`src/rtl/pxser_pkg.sv`:
```
// Shared types and constants for the pixel serializer.
// Assumes a fixed seven-slot word per lane and six-bit colour components.
package pxser_pkg;
    localparam int SLOTS   = 7;
    localparam int COLOR_W = 6;
    localparam int LANES   = 4;                 // 0..2 data, 3 clock
    localparam int SLOT_W  = $clog2(SLOTS);

    typedef logic [SLOTS-1:0] word_t;           // MSB is sent first
    typedef logic [LANES-1:0][SLOTS-1:0] lanes_t;

    typedef struct packed {
        logic               de;
        logic               vs_n;
        logic               hs_n;
        logic [COLOR_W-1:0] r;
        logic [COLOR_W-1:0] g;
        logic [COLOR_W-1:0] b;
    } pixel_t;

    localparam pixel_t BLANK_PIX = '{de: 1'b0, vs_n: 1'b1, hs_n: 1'b1,
                                     r: '0, g: '0, b: '0};

    // Spread one pixel over the lane words in transmit order.
    function automatic lanes_t map_pixel(pixel_t p, word_t clk_word);
        lanes_t w;
        w[2] = {p.de, p.vs_n, p.hs_n, p.b[5:2]};
        w[1] = {p.b[1:0], p.g[5:1]};
        w[0] = {p.g[0], p.r};
        w[3] = clk_word;
        return w;
    endfunction
endpackage

```
`src/rtl/pxser_slot_counter.sv`:
```
// Bit-slot counter: counts 0 to SLOTS-1 and wraps.
// Flags the last slot, which is when the next pixel is taken.
module pxser_slot_counter #(
    parameter int SLOTS = 7,
    localparam int W = $clog2(SLOTS)
) (
    input  logic         clk,
    input  logic         rst_n,
    output logic [W-1:0] slot,
    output logic         last
);
    localparam logic [W-1:0] LAST_SLOT = W'(SLOTS - 1);

    // Advance the slot index and wrap after the final slot.
    always_ff @(posedge clk) begin
        if (!rst_n)           slot <= '0;
        else if (slot == LAST_SLOT) slot <= '0;
        else                  slot <= slot + 1'b1;
    end

    // The last slot flag is decoded from the index.
    always_comb last = (slot == LAST_SLOT);
endmodule

```
`src/rtl/pxser_lane_shifter.sv`:
```
// One lane's shift register: loads a word on request and sends it MSB first.
// Assumes the load happens once every SLOTS cycles, on the last slot.
module pxser_lane_shifter #(
    parameter int SLOTS = 7,
    parameter logic [SLOTS-1:0] RESET_WORD = '0
) (
    input  logic             clk,
    input  logic             rst_n,
    input  logic             load,
    input  logic [SLOTS-1:0] load_word,
    output logic             ser_out
);
    logic [SLOTS-1:0] sh_q;

    // Load a fresh word or shift toward the MSB.
    always_ff @(posedge clk) begin
        if (!rst_n)    sh_q <= RESET_WORD;
        else if (load) sh_q <= load_word;
        else           sh_q <= {sh_q[SLOTS-2:0], 1'b0};
    end

    // The serial output is the current MSB.
    always_comb ser_out = sh_q[SLOTS-1];
endmodule

```
`src/rtl/rgb_lane_serializer.sv`:
```
// Pixel-to-lane serializer top level.
// Takes a pixel at the end of each ready slot and sends it over three data
// lanes and one clock-pattern lane, seven bits per pixel each.
// Assumes bit_clk runs at seven times the pixel rate.
module rgb_lane_serializer #(
    parameter logic [pxser_pkg::SLOTS-1:0] CLK_PATTERN = 7'b1100011
) (
    input  logic       bit_clk,
    input  logic       rst_n,
    input  logic       de_in,
    input  logic       vsync_n,
    input  logic       hsync_n,
    input  logic [5:0] red,
    input  logic [5:0] green,
    input  logic [5:0] blue,
    output logic       pixel_ready,
    output logic       lane0,
    output logic       lane1,
    output logic       lane2,
    output logic       lane_clk
);
    import pxser_pkg::*;

    localparam lanes_t BLANK_WORDS = map_pixel(BLANK_PIX, CLK_PATTERN);

    logic [SLOT_W-1:0] slot;
    logic              last_slot;
    pixel_t            in_pix;
    lanes_t            next_words;
    logic [LANES-1:0]  ser;

    pxser_slot_counter #(.SLOTS(SLOTS)) u_cnt (
        .clk  (bit_clk),
        .rst_n(rst_n),
        .slot (slot),
        .last (last_slot)
    );

    // Gather the port values into one pixel and map it onto lane words.
    always_comb begin
        in_pix     = '{de: de_in, vs_n: vsync_n, hs_n: hsync_n,
                       r: red, g: green, b: blue};
        next_words = map_pixel(in_pix, CLK_PATTERN);
    end

    for (genvar gi = 0; gi < LANES; gi++) begin : g_lane
        pxser_lane_shifter #(
            .SLOTS     (SLOTS),
            .RESET_WORD(BLANK_WORDS[gi])
        ) u_sh (
            .clk      (bit_clk),
            .rst_n    (rst_n),
            .load     (last_slot),
            .load_word(next_words[gi]),
            .ser_out  (ser[gi])
        );
    end

    // Drive the ports from the shifters and the slot decode.
    always_comb begin
        pixel_ready = last_slot;
        lane0       = ser[0];
        lane1       = ser[1];
        lane2       = ser[2];
        lane_clk    = ser[3];
    end

    logic unused_slot;
    always_comb unused_slot = ^slot;
endmodule

```
`config.mk`:
```
export PLATFORM = sky130hd
export DESIGN_NAME = rgb_lane_serializer
export DESIGN_NICKNAME = d
export VERILOG_FILES = /design/src/rtl/pxser_pkg.sv /design/src/rtl/pxser_slot_counter.sv /design/src/rtl/pxser_lane_shifter.sv /design/src/rtl/rgb_lane_serializer.sv
export SDC_FILE = /design/constraint.sdc
export NUM_CORES = 1
export LEC_CHECK = 0
export CORE_MARGIN = 3
export CORE_UTILIZATION = 47
export DETAILED_ROUTE_END_ITERATION = 12
export HOLD_SLACK_MARGIN = 0.02
export PLACE_DENSITY = 0.82
export SLEW_MARGIN = 10
export SYNTH_ARGS = -nofsm -noshare
export SYNTH_HDL_FRONTEND = slang
export SYNTH_SLANG_ARGS = --single-unit
```
`constraint.sdc`:
```
create_clock -name bit_clk -period 1.59 [get_ports bit_clk]
set_clock_uncertainty 0.1 [all_clocks]
set_input_delay 0.2385 -clock bit_clk [delete_from_list [all_inputs] [get_ports bit_clk]]
set_output_delay 0.2385 -clock bit_clk [all_outputs]
set_load 0.01 [all_outputs]
```
==> impl_summary.txt <==
----------------------------------------------------
[Critical path]
  Crit path required time ... 1250 ps
  Slowest cell on the critical path ... clkdlybuf4s50_1
  Category of the critical setup timing path ... flop to primary output
  Critical path arrival ... 1170 ps
  Sum of buffers and inverters on the critical path ... 1
  Endpoint kind of the worst setup timing path ... primary output
  Largest delay share family, worst path ... buffers and inverters
  Launch point of the worst reg-to-reg path ... u_cnt.slot[0]$_SDFF_PP0_
  Origin of the worst setup path ... g_lane[3].u_sh.sh_q[6]$_SDFF_PP1_
  CP startpoint kind ... flop
  Ordered cell list for the critical path ... clkdlybuf4s50_1
  Worst-path fanout max ... 1
  Maximum single-stage delay on the critical path ... 530 ps

[STA]
  Actual transition at the worst max-transition pin ... 218 ps
  Fin crit period ... 1510 ps
  Final count of pins violating max slew ... 0
  Unrepaired setup endpoints after global routing ... no
  Post-layout worst setup margin ... 76.7 ps
  Max Fclk ... 661 MHz
  Post-Route Setup TNS ... 0 ps
  Setup-violating endpoint count in the final report ... 0
  Count of endpoints failing hold in the final timing report ... 0
  Slew headroom ... 85.5%
  Final period utilization ... 95.2%

[Placed design]
  Global placer's final weighted congestion ... 0.749
  Input/output buffers ... 27
  Worst slack after detailed placement ... 42.9 ps
  Half-perimeter wire length of the detailed placement result ... 1460 µm

[Yosys]
  Number of unique standard cell types used by synthesis ... 22
  Synth warnings ... 0
  Cell with the most instances after synthesis ... dfxtp_1
  Top cell type's share of synthesized area ... 55.3%
  Most used flip-flop cell after synthesis ... dfxtp_1
  Commonest cells in the synthesized netlist ... dfxtp_1 (31), nand2_1 (16), nand4_1 (16), o21ai_0 (9), o21ai_1 (7)
  Mean area per synthesized cell ... 9.76 µm²
  Flip-flop and latch count after synthesis ... 31
  Share of synthesized area occupied by flip-flops and latches ... 55.3%
  Number of enable-type register cells in the synthesized netlist ... 0
  Leading cell types by total area after synthesis ... dfxtp_1 (55%), nand4_1 (8.9%), nand2_1 (5.4%)
  Post-synth ARST share ... 0%
  Net Count, Synth ... 140
  Post-Syn Instances ... 115
  Area of the mapped netlist ... 0.00112 mm²
  Post-synthesis cell type with the largest combined area ... dfxtp_1

[Routing]
  Routed wire per std cell ... 12.6 µm
  Pre-antenna DRT Iters ... 4
  DRC violation count after routing ... 0
  Detail-routed via count per cell ... 5.14
  DR iter-0 viols ... 10
  Count of nets left with antenna violations after detail routing ... 0
  Via Count ... 895
  Wire length reported by the detailed router ... 2190 µm

[Clock tree]
  Max H-tree Level ... 2
  Clock-pin slew on the worst setup and hold paths ... 90 ps
  Clock sink total ... 31
  Bufs on Longest Clock Path ... 2
  Buffer cell driving the clock tree root ... clkbuf_4
  Clock tree from TritonCTS ... built
  Clock latency of the later-clocked register in the worst-skew pair ... 330 ps
  Quantity of hold-fixing buffers added after cts ... 0
  Cts bufs inserted ... 5

[GRT]
  Global-route track usage on met3 ... 5.72%
  Largest net degree at the start of global routing ... 23
  Met2 usage ... 31.7%
  Number of global-route vias before repair ... 910
  Top Usage Layer GRT ... met2
  Met1 GRT Util ... 17.9%
  GRT Resource Usage Total ... 17.9%
  Initial antenna violation count ... 0
  Global-route wire length before repair ... 3650 µm
  Total congestion overflow after global routing ... 0

[Power]
  Peak supply drop ... 0.000578 V
  Areal power density over the cells ... 965 mW/mm²
  Leakage Power ... 0.589 nW

[Floorplan]
  FP Rows ... 17
  Die outline width ... 54.9 µm
  Core box area ... 0.00223 mm²
  Vertical extent of the die ... 54.9 µm
  Die area ... 0.00301 mm²
  Effective utilization at floorplan ... 50.3%
  I/O pins ... 28

[Layout]
  Antenna cell count ... 0
  Area Overhead vs Synth ... 31.3%
  Fraction of layout cells with a size suffix above 1 ... 13.7%
  Total Nets Final ... 171

[Hold path]
  Hold path startpoint ... g_lane[3].u_sh.sh_q[4]$_SDFF_PP0_
  Class of the worst hold path ... flop to flop

[Status]
  Status ... completed

[Run]
  Max Cap Violations ... 0

----------------------------------------------------
-- what timing repair did --
action                     CTS  global route
setup endpoints to repair    1             1
gates resized for setup      5             2
setup buffers                1             0
pin swaps                    1             0
-- final timing paths --
| check | end | slack, ps | cells past startpoint |
|---|---|---|---|
| setup / recovery | lane_clk | 80 | 1 |
| hold / removal | g_lane[3].u_sh.sh_q[5]$_SDFF_PP1_ | 310 | 1 |
| setup reg to reg | g_lane[3].u_sh.sh_q[1]$_SDFF_PP1_ | 140 | 5 |
| hold reg to reg | g_lane[3].u_sh.sh_q[5]$_SDFF_PP1_ | 310 | 1 |
-- stage by stage --
| stage | util (%) | hold WS (ps) | cell area, µm² | total power, mW | std cells |
|---|---|---|---|---|---|
| 2_1_floorplan | - | 260 | 1120 | 0.902 | 115 |
| 3_3_place_gp | 63.0 | 288 | 1410 | 0.972 | 166 |
| 3_5_place_dp | 63.0 | 296 | 1410 | 0.977 | 166 |
| 4_1_cts | 66.1 | 318 | 1480 | 1.44 | 174 |
| 5_1_grt | 66.0 | 336 | 1470 | 1.49 | 174 |
| 6_report | 66.0 | 314 | 1470 | 1.42 | 174 |
-- power by group --
part / switching, mW / internal [mW] / total, mW
clock: 0.253 / 0.204 / 0.458
combinational: 0.0651 / 0.0891 / 0.154
sequential: 0.00906 / 0.801 / 0.810
total: 0.328 / 1.09 / 1.42
-- layout make-up --
| cell class | count | area [µm²] |
|---|---|---|
| clock inverter | 1 | 5.00 |
| tap | 28 | 35.0 |
| sequential | 31 | 622 |
| fill | 198 | 759 |
| multi-input combinational | 71 | 410 |
| inverter | 4 | 15.0 |
| clock buffer | 6 | 51.3 |
| timing repair buffer | 33 | 335 |
-- cell families (layout without fill, tap and decap cells) --
group	count (synthesis)	count (layout)	synth area share, %
adder cells (fa/ha/maj)	2	2	2.23
AND/OR/NAND/NOR	49	49	23.6
AO/OA/AOI/OAI	20	20	10.0
buffers and inverters	13	44	8.81
flip-flops	31	31	55.3
-- layer usage --
layer | wire, µm | part of all wire (%)
met5 | 0 | 0
met4 | 22 | 1.0
met3 | 133 | 6.1
met2 | 1150 | 52
met1 | 885 | 40
-- registers in the layout (all words and copies together), names as in the netlist --
register / flops
g_lane.u_sh.sh_q: 28
u_cnt.slot: 3
-- cells in the final DEF, fill, tap and decap left out, drive strengths merged --
cell,instances
nor2,2
and3,4
and2,3
inv,4
clkdlybuf4s50,26
o21ai,16
nand2,17
buf,7
nand4,16
clkbuf,6
o21a,1
dfxtp,31
nor3b,1
a21bo,1
clkinv,1
nor2b,1
or2,3
o211ai,2
nand3,2
ha,2
No activity file was read; power rests on OpenSTA's default activity.
